===== src/rtl/blkd_pkg.sv =====
package blkd_pkg;
  typedef enum logic [0:0] {
    ST_IDLE = 1'b0,
    ST_RUN  = 1'b1
  } blkd_state_e;
endpackage


===== src/rtl/blkd_sm_budget.sv =====
// Occupancy budgets of one multiprocessor. All resident blocks belong to
// the current kernel, so every block carries the same charge.
module blkd_sm_budget #(
  parameter int THR_CAP  = 1536,
  parameter int BLK_CAP  = 8,
  parameter int REG_CAP  = 16384,
  parameter int SMEM_CAP = 49152,
  parameter int THR_W    = 11,
  parameter int REGC_W   = 19,
  parameter int SMEM_W   = 16
) (
  input  logic              clk,
  input  logic              rst_n,
  input  logic [THR_W-1:0]  chg_thr,
  input  logic [REGC_W-1:0] chg_reg,
  input  logic [SMEM_W-1:0] chg_smem,
  input  logic              take,
  input  logic              give_req,
  output logic              fits,
  output logic              occupied
);
  localparam int UT_W = $clog2(THR_CAP + 1);
  localparam int UB_W = $clog2(BLK_CAP + 1);
  localparam int UR_W = $clog2(REG_CAP + 1);
  localparam int US_W = $clog2(SMEM_CAP + 1);
  localparam int CW   = REGC_W + SMEM_W + THR_W + 2;

  logic [UT_W-1:0] used_thr;
  logic [UB_W-1:0] used_blk;
  logic [UR_W-1:0] used_reg;
  logic [US_W-1:0] used_smem;
  logic            give;
  logic            fit_thr, fit_blk, fit_reg, fit_smem;

  assign occupied = (used_blk != '0);
  assign give     = give_req && occupied;

  // a block is admitted only when every budget holds its whole charge
  assign fit_thr  = (CW'(used_thr)  + CW'(chg_thr))  <= CW'(THR_CAP);
  assign fit_reg  = (CW'(used_reg)  + CW'(chg_reg))  <= CW'(REG_CAP);
  assign fit_smem = (CW'(used_smem) + CW'(chg_smem)) <= CW'(SMEM_CAP);
  assign fit_blk  = used_blk < UB_W'(BLK_CAP);
  assign fits     = fit_thr && fit_reg && fit_smem && fit_blk;

  always_ff @(posedge clk) begin
    if (!rst_n) begin
      used_thr  <= '0;
      used_blk  <= '0;
      used_reg  <= '0;
      used_smem <= '0;
    end else begin
      used_thr  <= used_thr  + (take ? UT_W'(chg_thr)  : '0)
                             - (give ? UT_W'(chg_thr)  : '0);
      used_blk  <= used_blk  + (take ? UB_W'(1)        : '0)
                             - (give ? UB_W'(1)        : '0);
      used_reg  <= used_reg  + (take ? UR_W'(chg_reg)  : '0)
                             - (give ? UR_W'(chg_reg)  : '0);
      used_smem <= used_smem + (take ? US_W'(chg_smem) : '0)
                             - (give ? US_W'(chg_smem) : '0);
    end
  end
endmodule


===== src/rtl/blkd_rr_pick.sv =====
// Round-robin selection: first requester after the last grant, wrapping.
module blkd_rr_pick #(
  parameter int N  = 4,
  parameter int IW = 2
) (
  input  logic [N-1:0]  req,
  input  logic [IW-1:0] last,
  output logic [IW-1:0] gnt,
  output logic          any
);
  logic [IW-1:0] cand;

  always_comb begin
    any  = 1'b0;
    gnt  = '0;
    cand = '0;
    for (int k = 1; k <= N; k++) begin
      cand = IW'((int'(last) + k) % N);
      if (!any && req[cand]) begin
        any = 1'b1;
        gnt = cand;
      end
    end
  end
endmodule


===== src/rtl/blk_dispatcher.sv =====
module blk_dispatcher #(
  parameter int NUM_SM   = 4,
  parameter int THR_CAP  = 1536,
  parameter int BLK_CAP  = 8,
  parameter int REG_CAP  = 16384,
  parameter int SMEM_CAP = 49152,
  parameter int BID_W    = 16,
  parameter int RPT_W    = 8,
  parameter int THR_W    = $clog2(THR_CAP + 1),
  parameter int SMEM_W   = $clog2(SMEM_CAP + 1),
  parameter int SM_W     = (NUM_SM > 1) ? $clog2(NUM_SM) : 1
) (
  input  logic              clk,
  input  logic              rst_n,
  input  logic              launch_valid,
  output logic              launch_ready,
  input  logic [BID_W-1:0]  launch_blocks,
  input  logic [THR_W-1:0]  launch_threads,
  input  logic [RPT_W-1:0]  launch_regs,
  input  logic [SMEM_W-1:0] launch_smem,
  input  logic              retire_valid,
  input  logic [SM_W-1:0]   retire_sm,
  output logic              assign_valid,
  input  logic              assign_ready,
  output logic [BID_W-1:0]  assign_bid,
  output logic [SM_W-1:0]   assign_sm,
  output logic              kernel_done,
  output logic              kernel_err
);
  import blkd_pkg::*;

  localparam int REGC_W = THR_W + RPT_W;
  localparam logic [THR_W-1:0]  THR_LIM  = THR_W'(THR_CAP);
  localparam logic [REGC_W-1:0] REG_LIM  = REGC_W'(REG_CAP);
  localparam logic [SMEM_W-1:0] SMEM_LIM = SMEM_W'(SMEM_CAP);
  localparam logic [SM_W-1:0]   LAST_INIT = SM_W'(NUM_SM - 1);

  blkd_state_e        state;
  logic [BID_W-1:0]   k_blocks, next_bid, retired;
  logic [THR_W-1:0]   k_thr;
  logic [REGC_W-1:0]  k_reg;
  logic [SMEM_W-1:0]  k_smem;
  logic [SM_W-1:0]    last_sm;
  logic               out_valid;
  logic [BID_W-1:0]   out_bid;
  logic [SM_W-1:0]    out_sm;
  logic               done_q, err_q;

  logic               launch_fire, launch_bad;
  logic [REGC_W-1:0]  reg_chg_in;
  logic               slot_free, want, take;
  logic [NUM_SM-1:0]  fit_v, occ_v, take_v, ret_hit_v;
  logic [SM_W-1:0]    pick_idx;
  logic               pick_any;
  logic               retire_ok, last_retire;

  // ---------------- launch screening ----------------
  assign launch_ready = (state == ST_IDLE);
  assign launch_fire  = launch_valid && launch_ready;
  assign reg_chg_in   = REGC_W'(launch_threads) * REGC_W'(launch_regs);
  assign launch_bad   = (launch_threads == '0)
                     || (launch_threads > THR_LIM)
                     || (reg_chg_in > REG_LIM)
                     || (launch_smem > SMEM_LIM);

  // ---------------- per-multiprocessor budgets ----------------
  generate
    for (genvar i = 0; i < NUM_SM; i++) begin : g_sm
      assign take_v[i]    = take && (pick_idx == SM_W'(i));
      assign ret_hit_v[i] = (state == ST_RUN) && retire_valid
                            && (retire_sm == SM_W'(i));
      blkd_sm_budget #(
        .THR_CAP (THR_CAP),
        .BLK_CAP (BLK_CAP),
        .REG_CAP (REG_CAP),
        .SMEM_CAP(SMEM_CAP),
        .THR_W   (THR_W),
        .REGC_W  (REGC_W),
        .SMEM_W  (SMEM_W)
      ) u_budget (
        .clk     (clk),
        .rst_n   (rst_n),
        .chg_thr (k_thr),
        .chg_reg (k_reg),
        .chg_smem(k_smem),
        .take    (take_v[i]),
        .give_req(ret_hit_v[i]),
        .fits    (fit_v[i]),
        .occupied(occ_v[i])
      );
    end
  endgenerate

  blkd_rr_pick #(
    .N (NUM_SM),
    .IW(SM_W)
  ) u_pick (
    .req (fit_v),
    .last(last_sm),
    .gnt (pick_idx),
    .any (pick_any)
  );

  // ---------------- placement and retire ----------------
  assign slot_free   = !out_valid || assign_ready;
  assign want        = (state == ST_RUN) && (next_bid != k_blocks) && slot_free;
  assign take        = want && pick_any;
  assign retire_ok   = |(ret_hit_v & occ_v);
  assign last_retire = retire_ok && ((retired + 1'b1) == k_blocks);

  always_ff @(posedge clk) begin
    if (!rst_n) begin
      state    <= ST_IDLE;
      k_blocks <= '0;
      k_thr    <= '0;
      k_reg    <= '0;
      k_smem   <= '0;
      next_bid <= '0;
      retired  <= '0;
      last_sm  <= LAST_INIT;
      done_q   <= 1'b0;
      err_q    <= 1'b0;
    end else if (launch_fire) begin
      err_q    <= launch_bad;
      done_q   <= !launch_bad && (launch_blocks == '0);
      k_blocks <= launch_blocks;
      k_thr    <= launch_threads;
      k_reg    <= reg_chg_in;
      k_smem   <= launch_smem;
      next_bid <= '0;
      retired  <= '0;
      last_sm  <= LAST_INIT;
      if (!launch_bad && (launch_blocks != '0)) state <= ST_RUN;
    end else if (state == ST_RUN) begin
      if (take) begin
        next_bid <= next_bid + 1'b1;
        last_sm  <= pick_idx;
      end
      if (retire_ok) begin
        retired <= retired + 1'b1;
      end
      if (last_retire) begin
        state  <= ST_IDLE;
        done_q <= 1'b1;
      end
    end
  end

  // ---------------- offer register ----------------
  always_ff @(posedge clk) begin
    if (!rst_n) begin
      out_valid <= 1'b0;
      out_bid   <= '0;
      out_sm    <= '0;
    end else if (take) begin
      out_valid <= 1'b1;
      out_bid   <= next_bid;
      out_sm    <= pick_idx;
    end else if (assign_ready) begin
      out_valid <= 1'b0;
    end
  end

  assign assign_valid = out_valid;
  assign assign_bid   = out_bid;
  assign assign_sm    = out_sm;
  assign kernel_done  = done_q;
  assign kernel_err   = err_q;
endmodule


===== config.mk =====
export PLATFORM = sky130hd
export DESIGN_NAME = blk_dispatcher
export DESIGN_NICKNAME = d
export VERILOG_FILES = /design/src/rtl/blkd_pkg.sv /design/src/rtl/blkd_sm_budget.sv /design/src/rtl/blkd_rr_pick.sv /design/src/rtl/blk_dispatcher.sv
export SDC_FILE = /design/constraint.sdc
export NUM_CORES = 2
export LEC_CHECK = 0
export ABC_CLOCK_PERIOD_IN_PS = 21200
export BUFFER_PORTS_ARGS = -buffer_cell sky130_fd_sc_hd__buf_2
export CORE_MARGIN = 4
export CORE_UTILIZATION = 46
export CTS_CLUSTER_DIAMETER = 100
export CTS_CLUSTER_SIZE = 8
export DETAILED_ROUTE_END_ITERATION = 12
export SYNTH_ARGS = -nofsm -noshare
export SYNTH_HDL_FRONTEND = slang
export SYNTH_SLANG_ARGS = --single-unit

===== constraint.sdc =====
create_clock -name clk -period 21.2 [get_ports clk]
set_clock_uncertainty 0.15 [all_clocks]
set_input_delay 1.06 -clock clk [delete_from_list [all_inputs] [get_ports clk]]
set_output_delay 1.06 -clock clk [all_outputs]
set_load 0.05 [all_outputs]

**Word-level counts from Yosys, hierarchy flattened**

Index checks and enable logic that the tools add are counted.

- Bits in writable memories: 0
- Memory bits (read-only): 0
- Bits in latches: 0
- Input port bits: 58
- Logic and storage cells: 233
- Memories: 0
- Bits in registers: 302

- Multipliers: 1
- Shift-type cells: 0
- Div/mod/pow operators: 0
- Reductions and logical operators: 61
- Equal/unequal tests: 9
- $add $sub $neg: 50
- Magnitude comparators: 23
- Bitwise operators: 3
- Muxes and demuxes: 57

Operators by type and width:

| cell | number |
|---|---|
| $le 48x11->1 const B | 4 |
| $le 48x15->1 const B | 4 |
| $le 48x16->1 const B | 4 |
| $mux 16 | 8 |
| $mux 15 | 8 |
| $mux 11 | 8 |
| $add 15x19->20 | 4 |
| $add 16x16->17 | 4 |
| $add 16x16->16 | 4 |
| $sub 16x16->16 | 4 |
| $add 15x15->15 | 4 |
| $sub 15x15->15 | 4 |
| $add 11x11->12 | 4 |
| $add 11x11->11 | 4 |
| $sub 11x11->11 | 4 |
| $logic_and 1x1->1 | 35 |
| $add 16x1->16 const B | 2 |
| $mux 1 | 25 |
| $gt 19x15->1 const B | 1 |
| $mul 11x8->19 | 1 |
| $add 4x4->4 | 4 |
| $eq 16x16->1 | 1 |
| $gt 16x16->1 const B | 1 |
| $logic_not 16->1 | 1 |
| 24 further kinds | 61 |

**Longest topological paths before layout**

- Word-level depth: 22
- Gate-level depth with buffers: 34
- Gate-level depth less buffers: 31

**Modules after synthesis**

From an unflattened synthesis, not the netlist that was laid out.

- Cell total of the unflattened synthesis: 4478
- Area total of the unflattened synthesis: 35129.9 µm²

Modules (own cells, without submodules):

| module | area an instance (µm²) | cells an instance | instances |
|---|---|---|---|
| blkd_sm_budget at g_sm[2].u_budget ... | 6678.9 | 859 | 2 |
| blk_dispatcher | 8211.6 | 1022 | 1 |
| blkd_sm_budget at g_sm[0].u_budget | 6741.5 | 869 | 1 |
| blkd_sm_budget at g_sm[1].u_budget | 6727.7 | 855 | 1 |
| blkd_rr_pick | 91.3 | 14 | 1 |

**Worst setup path before layout**

OpenSTA, ideal clock, no wires.

- Path type: reg2reg
- Start: reg k_thr[1]
- End: reg g_sm[3].u_budget.used_smem[15]
- Clock period less this slack: 7.623 ns
- Slack: 13.577 ns
- Arrival time: 7.402 ns
- Data required time: 20.978 ns
- Stages on the path, launching flop included: 33
- Cells stage by stage: dfxtp_1 > inv_1 > fa_1 > nor2b_4 > o31a_2 > a21oi_1 > or4b_1 > a2111oi_2 > a311oi_1 > or3_4 > nor4b_2 > nand2_1 > o221a_1 > buf_4 > nor2_2 > clkbuf_1 > nand2_1 > fa_1 > inv_1 > ha_1 > a21o_1 > a21oi_1 > o21bai_1 > a21oi_1 > o21bai_1 > a21oi_1 > o21ai_0 > o41ai_1 > o2111ai_1 > a21oi_1 > xnor2_1 > or2_2 > mux2i_1

- Cells in the longest elaborated chain, start to end: 22
- Elaborated cells between the ends (all ways): 48
- Those cells by class: 6 x add/sub; 4 x order compare; 1 x eq/ne; 17 x mux; 20 x reduce/logical

Ends and longest elaborated chain:

| element | line | RTL |
|---|---|---|
| start, declared | blk_dispatcher.sv:40 | `logic [THR_W-1:0] k_thr;` |
| start signal, assigned | blk_dispatcher.sv:127 | `k_thr <= launch_threads;` |
| $add 11x11->12 | blkd_sm_budget.sv:39 | `assign fit_thr = (CW'(used_thr) + CW'(chg_thr)) <= CW'(THR_CAP);` |
| $le 48x11->1 | blkd_sm_budget.sv:39 |  |
| $logic_and 1x1->1 (3 in a row) | blkd_sm_budget.sv:43 | `assign fits = fit_thr && fit_reg && fit_smem && fit_blk;` |
| $bmux 1 s2 | blkd_rr_pick.sv:19 | `if (!any && req[cand]) begin` |
| $mux 1 (implied by the code) | blkd_rr_pick.sv:19 |  |
| $mux 1 | blkd_rr_pick.sv:19 |  |
| $logic_not 1->1 | blkd_rr_pick.sv:19 |  |
| $logic_and 1x1->1 | blkd_rr_pick.sv:19 |  |
| (+4 left out) | -- |  |
| $logic_not 1->1 | blkd_rr_pick.sv:19 |  |
| $logic_and 1x1->1 | blkd_rr_pick.sv:19 |  |
| $mux 2 / $mux 1 (equally long branches) | blkd_rr_pick.sv:19 |  |
| $eq 2x2->1 / $logic_and 1x1->1 (equally long branches) | blk_dispatcher.sv:69, blk_dispatcher.sv:107 |  |
| $logic_and 1x1->1 (*) | blk_dispatcher.sv:69 | `assign take_v[i] = take && (pick_idx == SM_W'(i));` |
| $mux 16 (*) | blkd_sm_budget.sv:58 | `used_smem <= used_smem + (take ? US_W'(chg_smem) : '0)` |
| $add 16x16->16 (*) | blkd_sm_budget.sv:58 |  |
| $sub 16x16->16 (*) | blkd_sm_budget.sv:59 | `- (give ? US_W'(chg_smem) : '0);` |
| end signal, assigned | blkd_sm_budget.sv:58 |  |
| end, declared | blkd_sm_budget.sv:31 | `logic [US_W-1:0] used_smem;` |

Mark *: on every way between the ends. The rest lies on a longest branch, timed or not. The select of a mux whose other input is x is not followed.
A chain may end at the register's enable or synchronous reset.

**Worst setup path in the final report**

- Start: reg k_reg[1]
- End: reg g_sm[2].u_budget.used_smem[15]

- Cells in the longest elaborated chain, start to end: 22
- Elaborated cells between the ends (all ways): 48
- Those cells by class: 6 x add/sub; 4 x order compare; 1 x eq/ne; 17 x mux; 20 x reduce/logical

Ends and longest elaborated chain:

| element | line | RTL |
|---|---|---|
| start, declared | blk_dispatcher.sv:41 | `logic [REGC_W-1:0] k_reg;` |
| start signal, assigned | blk_dispatcher.sv:128 | `k_reg <= reg_chg_in;` |
| $add 15x19->20 | blkd_sm_budget.sv:40 | `assign fit_reg = (CW'(used_reg) + CW'(chg_reg)) <= CW'(REG_CAP);` |
| $le 48x15->1 | blkd_sm_budget.sv:40 |  |
| $logic_and 1x1->1 (3 in a row) | blkd_sm_budget.sv:43 |  |
| $bmux 1 s2 | blkd_rr_pick.sv:19 |  |
| $mux 1 (implied by the code) | blkd_rr_pick.sv:19 |  |
| $mux 1 | blkd_rr_pick.sv:19 |  |
| $logic_not 1->1 | blkd_rr_pick.sv:19 |  |
| $logic_and 1x1->1 | blkd_rr_pick.sv:19 |  |
| (+4 left out) | -- |  |
| $logic_not 1->1 | blkd_rr_pick.sv:19 |  |
| $logic_and 1x1->1 | blkd_rr_pick.sv:19 |  |
| $mux 2 / $mux 1 (equally long branches) | blkd_rr_pick.sv:19 |  |
| $eq 2x2->1 / $logic_and 1x1->1 (equally long branches) | blk_dispatcher.sv:69, blk_dispatcher.sv:107 |  |
| $logic_and 1x1->1 (*) | blk_dispatcher.sv:69 |  |
| $mux 16 (*) | blkd_sm_budget.sv:58 |  |
| $add 16x16->16 (*) | blkd_sm_budget.sv:58 |  |
| $sub 16x16->16 (*) | blkd_sm_budget.sv:59 |  |
| end signal, assigned | blkd_sm_budget.sv:58 |  |
| end, declared | blkd_sm_budget.sv:31 |  |

Marked as above.

==> reports/metrics.cfg <==
[floorplanning]
dieArea_um2=79300
fp.dieW_um=282
start_util=0.463
ios=80
chipHeight_um=282
core_um2=74300
fp-row-count=100

[cts]
ctsHoldBuffers=0
htreeDepth=2
cts_tree=yes
cts_buffers=44
clock-root-buffer=clkbuf_16
cts_setup_buffers=0
clkTransAtPathRegs_ns=0.05
cts_resized=0
clockBufferDepth=3
cts_num_sinks=302
clock_latency_ns=0.61

[worst_setup_path]
required_ns=21.50
cp-end-kind=flop
crit_path_max_incr_delay_ns=0.81
worstSetupPathType=reg2reg
crit_arrival_ns=9.49
startpoint_type=flop
path_max_fanout=17
cp_slowest_cell=dfxtp_1
cpMostUsedCell=a21oi_1
r2r_start=k_reg[1]$_SDFFE_PN0P_
setup.worst_path.start=k_reg[1]$_SDFFE_PN0P_

[layout]
fin_area_um2=37000
final_cells=5326
synthToLayoutAreaGrowth_pct=7.42
final_nets=5033
num_antenna_cells=0
final_cell_mix=523 x inv_1, 487 x nand2_1, 397 x ha_1
largest_register_ffs=64
layout_commonest_cell=inv_1
layout-drive-gt1-share=0.0512

[global_route]
grt_usage=0.239
antenna_found_initial=2
grt_start_max_net_pins=100
grt_pass1_vias=29200
grt_pass1_wl_um=154000
grt_overflow=0

[placement]
placed_cells=5275
numPortBuffers=79
post-dp-hpwl_um=70900
place_area_um2=35700
place_congestion=0.882

[timing]
max_slew.worst_pin.slew_ns=1.12
period_minus_slack_ns=9.19
finalHoldViolations=0
clock.fmax_mhz=109
period_share=0.434
slew_violations=0
setup_tns_ns=0
slew_headroom=0.250
finalSetupViolCount=0
rsz0062_at_grt=no

[power_and_ir_drop]
p_switching_uw=2100
total_leakage_power_uw=0.0169
ir_drop_v=0.000134
power_frac_comb=0.653
power_frac_seq=0.189
p_per_area_nw_per_um2=118
swShare=0.481
p_clk_frac=0.158
intPower_uw=2260

[synthesis]
ys_warn_count=0
synth_compound_area_frac=0.175
synth_top_area_share=0.176
synthFlopType=dfxtp_1
synth_edf_count=0
synth_cells=4354
synthArstFlopShare=0
yosysSeqAreaShare=0.176
synth_top_family_by_area=adder cells
synth_area_um2=34400
synth_fa_ha_area_frac=0.276
synthXorXnorAreaFrac=0.0677
synth-seq-cells=302
syn_nets=5035
yosys.cell_types.count=102
synth-simple-area-share=0.215
muxShareOfSynthArea=0.0146
netlist_top_cells_area=dfxtp_1 18%, ha_1 14%, fa_1 13%, inv_1 5.7%, nand2_1 5.3%
yosys.area.top_type=dfxtp_1
avgSynthCellArea_um2=7.90

[detailed_routing]
drt-initial-drc-count=1894
routed_wl_um=94400
wl_per_cell_um=17.7
vias=29800
drc_errors=0
ant_nets=0
drtPass1Iterations=5
avgViaCountPerCell=5.59

[status]
status=completed

[hold_path]
hold_path.class=reg2reg
hold_start=k_smem[8]$_SDFFE_PN0P_

[run]
drv_cap=0

-- routing by layer --
| metal | share of wire | vias to the layer above | track usage |
|---|---|---|---|
| li1 | - | 14800 | - |
| met1 | 0.47 | 14200 | 0.333 |
| met2 | 0.45 | 652 | 0.392 |
| met3 | 0.052 | 140 | 0.0311 |
| met4 | 0.027 | 2 | 0.0652 |
| met5 | 0.00021 | - | 0 |
-- cells in the mapped netlist (9+ instances only) --
| master | count |
|---|---|
| a22oi_1 | 9 |
| o21a_1 | 29 |
| and3_1 | 96 |
| clkbuf_1 | 132 |
| nand4_1 | 45 |
| nor4b_1 | 9 |
| nor3_1 | 70 |
| a21o_1 | 80 |
| or2_2 | 10 |
| a21oi_1 | 312 |
| xnor2_1 | 173 |
| a2111oi_0 | 15 |
| a21boi_0 | 12 |
| nand2b_1 | 37 |
| or3_1 | 19 |
| and2_1 | 177 |
| o21bai_1 | 67 |
| nand3_1 | 61 |
| o31ai_1 | 11 |
| nand2_1 | 488 |
| nand3b_1 | 12 |
| o211ai_1 | 39 |
| nor4_1 | 43 |
| dfxtp_1 | 302 |
| buf_1 | 15 |
| a211oi_1 | 35 |
| xor2_1 | 93 |
| o21ai_0 | 155 |
| a211o_1 | 13 |
| nor2b_1 | 41 |
| mux2i_1 | 43 |
| nor3b_1 | 29 |
| buf_2 | 10 |
| inv_1 | 524 |
| o2111ai_1 | 16 |
| nor2_1 | 326 |
| fa_1 | 226 |
| a31oi_1 | 24 |
| ha_1 | 397 |
-- worst paths after layout --
path,endpoint,cells past startpoint,slack [ns]
worst max register to register,g_sm[2].u_budget.used_smem[15]$_SDFF_PN0_,30,12.01
worst max-delay path,g_sm[2].u_budget.used_smem[15]$_SDFF_PN0_,30,12.01
worst min register to register,k_smem[8]$_SDFFE_PN0P_,2,0.31
worst min-delay path,k_smem[8]$_SDFFE_PN0P_,2,0.31
-- worst max-delay path, delay by kind of cell, from the launching register on --
family / cells / cell delay, ns
xor+xnor: 1 / 0.17
flops: 1 / 0.81
buf+inv: 2 / 0.45
fa+ha+maj: 3 / 1.15
compound gates: 20 / 5.78
simple gates: 4 / 0.52
-- power groups by stage --
stage	clock network (uW)	logic [uW]	registers [uW]
after floorplan	0	2220	786
after global placement	0	2800	837
after detailed placement	0	2810	838
after CTS	709	2830	827
after global routing	731	3220	841
final	689	2850	826
-- cells by family after synthesis --
| family | Yosys count |
|---|---|
| and+or+nand+nor | 1501 |
| AOI/OAI and AO/OA | 926 |
| buffers and inverters | 687 |
| adders and majority gates | 623 |
| DFF | 302 |
| xor gates and xnor gates | 266 |
| muxes | 49 |
-- final cells by class --
cell class	count	area, um2
clock inverter	5	150
tap	969	1210
multi-input combinational	3365	25800
timing repair buffer	115	666
inverter	524	1970
sequential	302	6050
fill	7315	37400
clock buffer	46	1110
-- metrics by stage --
stage          power [uW]  utilization  worst slack, ns  hold WS, ns
4_1_cts              4370        0.497            12.05        0.313
5_1_grt              4790        0.497            11.28        0.329
3_3_place_gp         3630        0.480            12.01        0.299
3_5_place_dp         3650        0.480            12.05        0.306
6_report             4360        0.497            12.01        0.311
2_1_floorplan        3010            -            13.58        0.299
No activity file was read; power rests on OpenSTA's default activity.
